--- src/rtl/chroma_subsampler.sv ---
module chroma_subsampler #(
  parameter bit CR_CB_N = 1'b0,
  parameter int CW      = 8
) (
  input  logic            clk,
  input  logic            rst_n,
  input  logic            bypass,
  input  logic            in_de,
  input  logic            in_hs,
  input  logic            in_vs,
  input  logic [3*CW-1:0] in_data,
  output logic            out_de,
  output logic            out_hs,
  output logic            out_vs,
  output logic [2*CW-1:0] out_data
);

  logic            d_de, d_hs, d_vs, d_ph;
  logic [3*CW-1:0] d_pix;
  logic [CW-1:0]   held;

  function automatic logic [CW-1:0] avg2(input logic [CW-1:0] a, input logic [CW-1:0] b);
    logic [CW:0] s;
    s = {1'b0, a} + {1'b0, b} + {{CW{1'b0}}, 1'b1};
    return s[CW:1];
  endfunction

  wire [CW-1:0] cb_d = d_pix[CW-1:0];
  wire [CW-1:0] y_d  = d_pix[2*CW-1:CW];
  wire [CW-1:0] cr_d = d_pix[3*CW-1:2*CW];

  wire [CW-1:0] cb_m = in_de ? avg2(cb_d, in_data[CW-1:0])      : cb_d;
  wire [CW-1:0] cr_m = in_de ? avg2(cr_d, in_data[3*CW-1:2*CW]) : cr_d;

  wire [CW-1:0] lead  = CR_CB_N ? cr_m : cb_m;
  wire [CW-1:0] trail = CR_CB_N ? cb_m : cr_m;
  wire [CW-1:0] chroma = d_ph ? held : lead;

  always_ff @(posedge clk or negedge rst_n) begin
    if (!rst_n) begin
      d_de  <= 1'b0;
      d_hs  <= 1'b0;
      d_vs  <= 1'b0;
      d_ph  <= 1'b0;
      d_pix <= '0;
      held  <= '0;
    end else begin
      d_de  <= in_de;
      d_hs  <= in_hs;
      d_vs  <= in_vs;
      d_pix <= in_data;
      d_ph  <= in_de & d_de & ~d_ph;
      if (d_de && !d_ph) held <= trail;
    end
  end

  always_ff @(posedge clk or negedge rst_n) begin
    if (!rst_n) begin
      out_de   <= 1'b0;
      out_hs   <= 1'b0;
      out_vs   <= 1'b0;
      out_data <= '0;
    end else begin
      out_de   <= d_de;
      out_hs   <= d_hs;
      out_vs   <= d_vs;
      if (!d_de)       out_data <= '0;
      else if (bypass) out_data <= d_pix[2*CW-1:0];
      else             out_data <= {y_d, chroma};
    end
  end

endmodule


--- config.mk ---
export PLATFORM = sky130hd
export DESIGN_NAME = chroma_subsampler
export DESIGN_NICKNAME = d
export VERILOG_FILES = /design/src/rtl/chroma_subsampler.sv
export SDC_FILE = /design/constraint.sdc
export NUM_CORES = 1
export LEC_CHECK = 0
export ABC_AREA = 1
export BUFFER_PORTS_ARGS = -buffer_cell sky130_fd_sc_hd__buf_2
export CAP_MARGIN = 30
export CORE_ASPECT_RATIO = 0.6
export CORE_MARGIN = 2
export CORE_UTILIZATION = 53
export CTS_CLUSTER_DIAMETER = 80
export DETAILED_ROUTE_END_ITERATION = 8
export PLACE_DENSITY = 0.77
export SYNTH_ARGS = -nofsm -noshare
export SYNTH_HDL_FRONTEND = slang
export SYNTH_SLANG_ARGS = --single-unit
export TNS_END_PERCENT = 50
--- constraint.sdc ---
create_clock -name clk -period 3 [get_ports clk]
set_input_delay 0.75 -clock clk [delete_from_list [all_inputs] [get_ports clk]]
set_output_delay 0.75 -clock clk [all_outputs]
set_load 0.005 [all_outputs]
======== Word-level counts from Yosys, hierarchy flattened ========
Index checks and enable logic that the tools add are counted.
word-level totals
  register bits ........................... 55
  output and inout port bits .............. 19
  word-level logic and storage cells ...... 24
cells by class
  add/sub/neg operators ................... 4
  mux-type cells .......................... 5
  bitwise gates (word level) .............. 3
  reductions and logical operators ........ 2
operator list
  operator                                     number
  two-way mux 8 bit                            4
  adder 8 x 8 -> 9 bit                         2
  adder 9 x 1 -> 9 bit, second input constant  2
  two-way mux 16 bit                           1
  bitwise AND 1 bit                            2
  logical AND 1 bit                            1
  logical NOT 1 bit                            1
  NOT 1 bit                                    1

======== Longest topological paths before layout ========
Gate-level depths: netlist (run 1).
  word-level depth ........................ 6
  mapped depth ............................ 12

======== Least setup slack after synthesis (run 1) ========
OpenSTA, ideal clock, no wires.
  kind .................................... input port to flip-flop
  from .................................... input port in_data[16]
  to ...................................... register held[5]
  arrival ................................. 1.825 ns
  required time ........................... 2.877 ns
  path slack .............................. 1.052 ns
  cell stages on the path ................. 8
  path buffers ............................ 0
  cell sequence ........................... nor2_1 > inv_1 > fa_1 > nand4_1 > nand3_1 > xor2_1 > nor2_1 > o21ai_1
between the ends
  longest elaborated chain between the ends .. 3
ends and longest elaborated chain
  element               line  source
  start, declared       11    input logic [3*CW-1:0] in_data,
  adder 8 x 8 -> 9 bit  24    s = {1'b0, a} + {1'b0, b} + {{CW{1'b0}}, 1'b1};
  adder 9 x 1 -> 9 bit  24
  two-way mux 8 bit     33    wire [CW-1:0] cr_m = in_de ? avg2(cr_d, in_data[3*CW-1:2*CW]) : cr_d;
  end signal, assigned  53    if (d_de && !d_ph) held <= trail;
  end, declared         20    logic [CW-1:0] held;
Every way passes these cells.
A chain may end at the register's enable or synchronous reset.

======== Worst setup path after layout (run 1) ========
  from .................................... input port in_data[16]
  to ...................................... register held[7]
The elaborated chain is that of the path after synthesis.

==> flow_metrics.env, run 1 <==
export IMPL_status="complete, no violations"
export IMPL_dr_max_layer_used="met4"
export IMPL_worstPathRequired_ps=3220
export IMPL_hpwl_mm=3.60
export IMPL_track_usage_pct=20.2
export IMPL_tritoncts="built"
export IMPL_post_route_drc_count=0
export IMPL_r2r_setup_slack_ps=1220
export IMPL_syn_to_final_growth_pct=15.7
export IMPL_avgSynthCellArea_um2=9.40
export IMPL_synth_warnings=0
export IMPL_start_util_pct=55.1
export IMPL_reg2reg_depth=9
export IMPL_die_h_um=57.5
export IMPL_crit_path_end_kind="register"
export IMPL_dieArea_mm2=0.00536
export IMPL_postCtsSetupBuffers=0
export IMPL_clock_sinks=55
export IMPL_antenna_cells=0
export IMPL_dp_cells=375
export IMPL_dr_wl_met2_mm=1.87
export IMPL_clock_root_buffer="clkbuf_8"
export IMPL_syn_nets=315
export IMPL_clk_latency_ps=320
export IMPL_first_global_vias=1668
export IMPL_cts_buffer_depth=2
export IMPL_p_leak_nw=1.58
export IMPL_path_class="input pin to register"
export IMPL_boundaryPins=49
export IMPL_slew_violations=0
export IMPL_cts_repair_resized=0
export IMPL_vias=1909
export IMPL_cts_hold_fix_buffers=0
export IMPL_ant_nets=0
export IMPL_critPathArrivalTime_ps=2110
export IMPL_tightest_slew_ps=511
export IMPL_fin_crit_ps=1890
export IMPL_dr_pass1_iters=4
export IMPL_gp_congestion=0.833
export IMPL_ctsHtreeMaxLevel=2
export IMPL_routed_wl_met3_um=424
export IMPL_synthCells=269
export IMPL_maxCapViolations=0
export IMPL_layout_cells_non_filler=383
export IMPL_max_freq_mhz=528
export IMPL_wl_mm=4.93
export IMPL_setup_violations=0
export IMPL_grt_max_degree=56
export IMPL_viasPerCell=4.98
export IMPL_row_count=19
export IMPL_hp_class="register to register"
export IMPL_ys_types=27
export IMPL_io_buffers=48
export IMPL_fin_crit_sh_pct=63.1
export IMPL_grt_pass1_wl_mm=8.17
export IMPL_synth_seq_cells=55
export IMPL_synth_seq_area_share_pct=54.5
export IMPL_die_w_um=93.2
export IMPL_synth_area_mm2=0.00253
export IMPL_drtIter0Drc=143
export IMPL_wl_per_cell_um=12.9
export IMPL_hold_viol=0
export IMPL_core_area_mm2=0.00459
export IMPL_setup_tns_ps=0
export IMPL_antenna_found_initial=0
export IMPL_powerDensity_mw_per_mm2=522
export IMPL_cp_start_kind="input pin"
export IMPL_cp_max_fo=3
export IMPL_final_nets=365
export IMPL_rsz0062_at_grt="false"
export IMPL_grt_overflow=0
export IMPL_wl_met1_mm=2.59
export IMPL_peakVddDrop_mv=0.280
export IMPL_clkSlewWorstSetupHoldPaths_ps=110
export IMPL_cts_buffers=5
export IMPL_drive_gt1_share_pct=19.7
export IMPL_fin_worst_skew_ps=9.40
export IMPL_whs_path_depth=0
export IMPL_slew_headroom_pct=65.9
## per-layer routing
| layer | global-route usage, % | vias to the layer above |
|---|---|---|
| met3 | 5.15 | 5 |
| met5 | 0 | - |
| li1 | - | 973 |
| met4 | 6.30 | 0 |
| met2 | 25.8 | 71 |
| met1 | 33.2 | 860 |
## path summary, 6_finish.rpt
kind,end,start
setup / recovery,held[7]$_DFFE_PN0P_,in_data[16]
min in group asynchronous,d_pix[22]$_DFF_PN0_,rst_n
setup reg to reg,held[7]$_DFFE_PN0P_,d_pix[16]$_DFF_PN0_
max in group asynchronous,d_ph$_DFF_PN0_,rst_n
hold reg to reg,out_vs$_DFF_PN0_,d_vs$_DFF_PN0_
hold / removal,out_vs$_DFF_PN0_,d_vs$_DFF_PN0_
## logic make-up (layout without fill, tap and decap cells)
family                     Yosys count  count (layout)  share of synthesized area, %
buffers and inverters               41              92                          6.78
xor gates and xnor gates             7               7                          2.43
adders and majority gates           16              16                          8.51
DFF                                 55              55                          54.5
and+or+nand+nor                     93              93                          15.4
AOI/OAI and AO/OA                   57              57                          12.4
## synthesized netlist by cell type
master	count	area [um2]
o21ai_2	1	8.76
ha_1	14	175
nand3_1	13	65.1
fa_1	2	40.0
inv_1	35	131
xnor2_1	5	43.8
clkbuf_8	1	13.8
xor2_1	2	17.5
nand4_1	3	18.8
o22ai_1	1	6.26
o21ai_0	17	85.1
o21ai_1	2	10.0
a21oi_1	27	135
nor2_4	1	11.3
nand2_2	2	12.5
buf_4	2	15.0
o211ai_1	3	22.5
clkbuf_1	3	11.3
a21o_1	1	7.51
or2_2	2	12.5
a31oi_1	1	6.26
a211oi_1	1	7.51
nor2_1	14	52.6
o21a_1	2	15.0
a221oi_1	1	8.76
dfrtp_1	55	1380
nand2_1	58	218
## cells in the final DEF, fill, tap and decap left out
master,count
nand2_2,2
a221oi_1,1
a21o_1,1
buf_12,1
nor2_4,1
inv_8,1
fa_1,2
o22ai_1,1
nor2_1,14
ha_1,14
o21ai_2,1
nand4_1,3
buf_2,48
clkinv_4,2
nand2_1,58
nand3_1,13
or2_2,2
a21oi_1,27
a31oi_1,1
xor2_1,2
a211oi_1,1
o21ai_1,2
o21a_1,2
o211ai_1,3
o21ai_0,17
xnor2_1,5
clkbuf_8,5
inv_1,35
dfrtp_1,55
## per-stage QoR
stage | power (mW) | hold WS, ps | utilization [%] | cell area (um2) | setup WS (ps)
floorplan | 1.01 | 331 | - | 2530 | 1050
global placement | 1.10 | 332 | 61.6 | 2830 | 865
detailed placement | 1.10 | 335 | 61.6 | 2830 | 779
CTS | 1.53 | 358 | 63.7 | 2920 | 1120
global route | 1.62 | 365 | 63.7 | 2920 | 991
finish | 1.53 | 359 | 63.7 | 2920 | 1110
## registers in the layout, indices dropped and copies added (netlist names)
register,cells
d_de,1
out_hs,1
out_de,1
out_data,16
d_ph,1
out_vs,1
held,8
d_hs,1
d_vs,1
d_pix,24
## report_power, final
part	leakage (nW)	switching [mW]	total (mW)	internal, mW
registers	0.663	0.0316	0.825	0.794
logic	0.866	0.156	0.267	0.111
clock network	0.0502	0.260	0.434	0.173
total	1.58	0.448	1.53	1.08
## critical path: stages
cell      delay, ps
buf_2           110
nor2_1          170
inv_1            80
fa_1            420
nand4_1         120
nand3_1         110
nand3_1          90
nand3_1          70
o211ai_1        110
nand2_1          70
## cell type report
class,instances,area (um2)
timing repair buffer,49,260
clock buffer,5,68.8
fill,404,1660
clock inverter,3,28.8
multi-input combinational,173,980
sequential,55,1380
inverter,35,131
tap,63,78.8
(Power assumes the default switching activity.)
==> run 2, diff against run 1 <==
--- a/config.mk
+++ b/config.mk
@@ -10,10 +10,10 @@
 export CAP_MARGIN = 30
 export CORE_ASPECT_RATIO = 0.6
 export CORE_MARGIN = 2
-export CORE_UTILIZATION = 53
+export CORE_UTILIZATION = 49
 export CTS_CLUSTER_DIAMETER = 80
 export DETAILED_ROUTE_END_ITERATION = 8
-export PLACE_DENSITY = 0.77
+export PLACE_DENSITY = 0.75
 export SYNTH_ARGS = -nofsm -noshare
 export SYNTH_HDL_FRONTEND = slang
 export SYNTH_SLANG_ARGS = --single-unit
==> constraint.sdc (replaced) <==
create_clock -name clk -period 1.55 [get_ports clk]
set_input_delay 0.3875 -clock clk [delete_from_list [all_inputs] [get_ports clk]]
set_output_delay 0.3875 -clock clk [all_outputs]
set_load 0.005 [all_outputs]
==> run 2 against run 1 <==
The flow now finishes with violations (setup timing). Sequential cell count unchanged. Final cell count rose by 8.9%. First-iteration DRC count increased by 52%. Sequential power grew 93%. Register-to-register slack worse by 1300 ps. Wire length grew 22%. Combinational power rose to 2.7 times the previous value. Global-route usage decreased by 0.37 points. Sequential share of layout area is 6.3 points lower. Core utilization is 3.8 points higher. Via count is 12% higher. Non-clock buffer count is 31 higher. Critical path type is now register to register.
==> flow_metrics.env, run 2 (synthesis gave the netlist of run 1 again) <==
export IMPL_status="finished, violations left"
export IMPL_violations="setup timing"
export IMPL_design_area_mm2=0.00338
export IMPL_fin_worst_skew_ps=9.95
export IMPL_fin_crit_ps=1600
export IMPL_wl_mm=6.01
export IMPL_cts_hold_fix_buffers=0
export IMPL_clk_latency_ps=310
export IMPL_start_util_pct=50.5
export IMPL_post_route_drc_count=0
export IMPL_dr_pass1_iters=4
export IMPL_cts_buffers=5
export IMPL_vias=2133
export IMPL_max_freq_mhz=626
export IMPL_powerDensity_mw_per_mm2=919
export IMPL_p_leak_nw=1.76
export IMPL_fin_crit_sh_pct=103
export IMPL_path_class="register to register"
export IMPL_grt_pass1_wl_mm=8.82
export IMPL_routed_wl_met3_um=388
export IMPL_setup_violations=4
export IMPL_drtIter0Drc=218
export IMPL_hold_viol=0
export IMPL_setup_ws_ps=-48.1
export IMPL_antenna_found_initial=0
export IMPL_clock_sinks=55
export IMPL_rsz0062_at_grt="true"
export IMPL_slew_headroom_pct=76.1
export IMPL_reg_largest_list="d_pix x24, out_data x16, held x8"
export IMPL_cts_buffer_depth=2
export IMPL_tritoncts="built"
export IMPL_syn_to_final_growth_pct=33.7
export IMPL_cp_start_kind="register"
export IMPL_ant_nets=0
export IMPL_ctsHtreeMaxLevel=2
export IMPL_die_h_um=59.6
export IMPL_hpwl_mm=3.99
export IMPL_boundaryPins=49
export IMPL_io_buffers=48
export IMPL_totalPowerFinal_mw=3.10
export IMPL_slew_violations=0
export IMPL_fill_cells=390
export IMPL_max_flop_register="d_pix"
export IMPL_gp_congestion=0.902
export IMPL_wl_per_cell_um=14.4
export IMPL_track_usage_pct=19.8
export IMPL_worstPathRequired_ps=1750
export IMPL_first_global_vias=1844
export IMPL_dieArea_mm2=0.00577
export IMPL_viasPerCell=5.12
export IMPL_grt_max_degree=56
export IMPL_peakVddDrop_mv=0.459
export IMPL_dr_wl_met2_mm=2.74
export IMPL_clkSlewWorstSetupHoldPaths_ps=100
export IMPL_antenna_cells=0
export IMPL_largest_reg_flops=24
export IMPL_r2r_setup_slack_ps=-50
export IMPL_hp_class="input pin to async pin"
export IMPL_final_cell_mix="dfrtp_1, nand2_1, buf_2"
export IMPL_clock_root_buffer="clkbuf_8"
export IMPL_maxCapViolations=0
export IMPL_final_nets=396
export IMPL_dr_max_layer_used="met4"
export IMPL_layout_commonest_cell="dfrtp_1"
export IMPL_core_area_mm2=0.00500
export IMPL_dpl_instance_area_mm2=0.00301
export IMPL_row_count=20
export IMPL_cp_max_fo=3
export IMPL_wl_met1_mm=2.81
export IMPL_hold_slack_ps=48.6
export IMPL_tightest_slew_ps=358
export IMPL_grt_overflow=0
export IMPL_die_w_um=96.7
export IMPL_critPathArrivalTime_ps=1790
export IMPL_drive_gt1_share_pct=37.9
export IMPL_crit_path_end_kind="register"
[run 2: what timing repair did]
action / 4_1_cts / 5_1_grt
buffers inserted: 1 / 6
endpoints found under the setup margin: 8 / 15
gates resized for setup: 5 / 41
pin swaps: 1 / 17
[run 2: worst max-delay path, cell delays in order (launching register included)]
cell and delay, ps:
dfrtp_1 400, nor2_2 110, inv_1 60, fa_2 370, nand4_1 120, nand3_2 100
xor2_1 150, nor2_1 90, o21ai_1 70
[run 2: routing by layer]
layer	up-vias	global-route usage [%]
met4	0	7.44
met2	77	29.0
met3	6	3.07
met5	-	0
met1	1016	30.1
li1	1034	-
[run 2: final timing paths]
path                                             to                start  cells past startpoint
min in group clk                     d_hs$_DFF_PN0_                in_hs                      1
worst min register to register     out_vs$_DFF_PN0_       d_vs$_DFF_PN0_                      0
worst max-delay path            held[5]$_DFFE_PN0P_  d_pix[16]$_DFF_PN0_                      8
max in group asynchronous       held[2]$_DFFE_PN0P_                rst_n                      2
worst max register to register  held[5]$_DFFE_PN0P_  d_pix[16]$_DFF_PN0_                      8
worst min-delay path            d_pix[22]$_DFF_PN0_                rst_n                      2
[run 2: cell type report]
cell class	instances	area [um2]	area share, %
Timing Repair Buffer	80	493	14.6
Tap cell	66	82.6	2.44
Inverter	35	131	3.89
Multi-Input combinational cell	173	1210	35.8
Clock buffer	6	72.6	2.15
Sequential cell	55	1380	40.8
Clock inverter	2	12.5	0.370
[run 2: where the power goes]
part	switching [mW]	internal (mW)
logic	0.397	0.334
clock network	0.466	0.317
registers	0.0533	1.54
[run 2: through the flow]
step                utilization [%]  setup WS (ps)  instances  TNS [ps]
floorplan                         -           25.4        269         0
global placement               60.2           -134        402     -1320
detailed placement             60.2           -199        402     -1800
CTS                            62.6          -58.3        411     -79.4
global route                   67.5           -130        417      -894
finish                         67.5          -48.1        417      -100
==> run 3, diff against run 2 <==
--- a/config.mk
+++ b/config.mk
@@ -10,10 +10,11 @@
 export CAP_MARGIN = 30
 export CORE_ASPECT_RATIO = 0.6
 export CORE_MARGIN = 2
-export CORE_UTILIZATION = 49
+export CORE_UTILIZATION = 51
+export CTS_BUF_LIST = sky130_fd_sc_hd__clkbuf_4
 export CTS_CLUSTER_DIAMETER = 80
 export DETAILED_ROUTE_END_ITERATION = 8
-export PLACE_DENSITY = 0.75
+export PLACE_DENSITY = 0.77
 export SYNTH_ARGS = -nofsm -noshare
 export SYNTH_HDL_FRONTEND = slang
 export SYNTH_SLANG_ARGS = --single-unit
==> run 3 against run 2 <==
Register-to-register slack lost 110 ps. Clock power decreased by 20%. Clock skew increased by 0.99 ps. Largest power group unchanged. Via count shrank 0.66%. Largest cell class unchanged. Core utilization up 3.7 points. Design area fell by 1.7%. Wire length decreased by 3.5%. Final cell count down 0.24%. The flow still finishes with violations (setup timing). Maximum frequency shrank 6.5%.
==> flow_metrics.env, run 3 (synthesis gave the netlist of run 1 again) <==
export IMPL_status="finished, violations left"
export IMPL_violations="setup timing"
export IMPL_first_global_vias=1876
export IMPL_max_freq_mhz=585
export IMPL_cpPeakStageDelay_ps=440
export IMPL_clock_root_buffer="clkbuf_4"
export IMPL_cp_max_fo=3
export IMPL_largest_reg_flops=24
export IMPL_crit_slowest_cell="dfrtp_1"
export IMPL_start_util_pct=54.2
export IMPL_row_count=19
export IMPL_post_route_drc_count=0
export IMPL_crit_path_end_kind="register"
export IMPL_reg2reg_depth=6
export IMPL_p_seq_share_pct=54.2
export IMPL_antenna_found_initial=0
export IMPL_vias=2119
export IMPL_setup_ws_ps=-160
export IMPL_tightest_slew_ps=351
export IMPL_drtIter0Drc=152
export IMPL_slew_headroom_pct=76.6
export IMPL_die_h_um=58.5
export IMPL_clk_latency_ps=370
export IMPL_p_leak_nw=1.74
export IMPL_antenna_cells=0
export IMPL_gp_congestion=0.851
export IMPL_die_w_um=94.9
export IMPL_cellInternalPower_mw=2.04
export IMPL_reg2reg_to="out_data[3]$_DFF_PN0_"
export IMPL_setup_violations=10
export IMPL_io_buffers=48
export IMPL_critPathArrivalTime_ps=2010
export IMPL_grt_pass1_wl_mm=8.99
export IMPL_p_sw_mw=0.891
export IMPL_ant_nets=0
export IMPL_layout_commonest_cell="dfrtp_1"
export IMPL_reg_largest_list="d_pix x24, out_data x16, held x8"
export IMPL_syn_to_final_growth_pct=31.3
export IMPL_fin_crit_ps=1710
export IMPL_dp_slack_ps=-262
export IMPL_cp_start_kind="register"
export IMPL_worstPathRequired_ps=1850
export IMPL_final_cell_mix="dfrtp_1, nand2_1, buf_2"
export IMPL_core_area_mm2=0.00466
export IMPL_fin_crit_sh_pct=110
export IMPL_hold_path_endpoint="d_pix[13]$_DFF_PN0_"
export IMPL_worstHoldStart="in_data[13]"
export IMPL_final_nets=398
export IMPL_drive_gt1_share_pct=36.5
export IMPL_fin_worst_skew_ps=10.9
export IMPL_clock_sinks=55
export IMPL_clockPowerShare_pct=21.5
export IMPL_whs_path_depth=1
export IMPL_swShare_pct=30.4
export IMPL_ctsHtreeMaxLevel=2
export IMPL_cts_buffer_depth=2
export IMPL_track_usage_pct=21.7
export IMPL_clkSlewWorstSetupHoldPaths_ps=160
export IMPL_max_flop_register="d_pix"
export IMPL_path_class="register to register"
export IMPL_grt_overflow=0
export IMPL_viasPerCell=5.09
export IMPL_maxCapViolations=0
export IMPL_hpwl_mm=3.98
export IMPL_crit_chain="buf_6, fa_2, a21oi_2, xnor2_1, o21ai_1, a21oi_1"
export IMPL_tritoncts="built"
export IMPL_wl_mm=5.80
export IMPL_grt_max_degree=56
export IMPL_r2r_setup_slack_ps=-160
export IMPL_hp_class="input pin to register"
export IMPL_dieArea_mm2=0.00555
export IMPL_pwr_share_comb_pct=24.3
export IMPL_peakVddDrop_mv=0.564
export IMPL_hold_viol=0
export IMPL_slew_violations=0
export IMPL_boundaryPins=49
export IMPL_dr_pass1_iters=4
export IMPL_cts_buffers=5
export IMPL_powerDensity_mw_per_mm2=883
export IMPL_totalPowerFinal_mw=2.93
export IMPL_rsz0062_at_grt="true"
export IMPL_wl_per_cell_um=14.0
export IMPL_timing_rr_start="d_pix[1]$_DFF_PN0_"
-- run 3: changes by cell type in the layout (fill, tap and decap cells not counted), sizes merged --
cell / before / now
clkbuf: 6 / 5
clkinvlp: 1 / 2
buf: 80 / 81
dlygate4sd3: 0 / 1
-- run 3: per-stage QoR --
stage          std cells  instance area [um2]  utilization [%]  setup TNS, ps  hold slack [ps]
3_5_place_dp         399                 3010             64.6          -2030              339
6_report             416                 3320             71.2           -596              111
3_3_place_gp         399                 3010             64.6          -1490              333
5_1_grt              416                 3320             71.2          -1710             72.3
4_1_cts              413                 3190             68.4           -337             97.5
2_1_floorplan        269                 2530                -              0             91.9
-- run 3: cell type report --
cell class | instances | area, um2
Sequential cell | 55 | 1380
Clock buffer | 5 | 37.5
Tap cell | 63 | 78.8
Inverter | 35 | 131
Timing Repair Buffer | 82 | 514
Clock inverter | 3 | 20.0
Multi-Input combinational cell | 173 | 1160
Fill cell | 364 | 1340
-- run 3: worst max path at each step --
stage	slack, ps	endpoint	start	cells past startpoint
2_1_floorplan	30	held[5]$_DFFE_PN0P_	in_data[16]	8
3_3_place_gp	-200	out_data[3]$_DFF_PN0_	in_data[0]	8
3_5_place_dp	-260	out_data[5]$_DFF_PN0_	in_data[0]	11
4_1_cts	-70	out_data[5]$_DFF_PN0_	d_pix[0]$_DFF_PN0_	10
5_1_grt	-180	out_data[3]$_DFF_PN0_	d_pix[1]$_DFF_PN0_	6
6_report	-160	out_data[3]$_DFF_PN0_	d_pix[1]$_DFF_PN0_	6
-- run 3: power by group through the flow --
stage	clock network, mW	logic [mW]	registers, mW
floorplan	0	0.340	1.61
global placement	0	0.580	1.61
detailed placement	0	0.598	1.61
CTS	0.652	0.645	1.59
global route	0.710	0.793	1.60
finish	0.629	0.714	1.59
-- run 3: what timing repair did --
item                       4_1_cts  5_1_grt
pin swaps                       14       14
hold buffers                     1        0
gates resized for setup         20       18
setup buffers                    5        3
hold endpoints to repair        55        0
setup endpoints to repair       10       15
-- run 3: critical path: cells and delay by family (launching register included) --
kind                     cells  cell delay, ps
AO/OA/AOI/OAI                3             450
flip-flops                   1             440
adder cells (fa/ha/maj)      1             430
XOR/XNOR                     1             180
buffers and inverters        1             130
-- run 3: metal layers --
layer / wire length (um) / GRT usage (%) / share of wire, % / vias up
li1: - / - / - / 1038
met1: 2830 / 34.7 / 49 / 1002
met2: 2570 / 30.4 / 44 / 74
met3: 356 / 4.99 / 6.1 / 5
met4: 43 / 4.35 / 0.74 / 0
met5: 0 / 0 / 0 / -
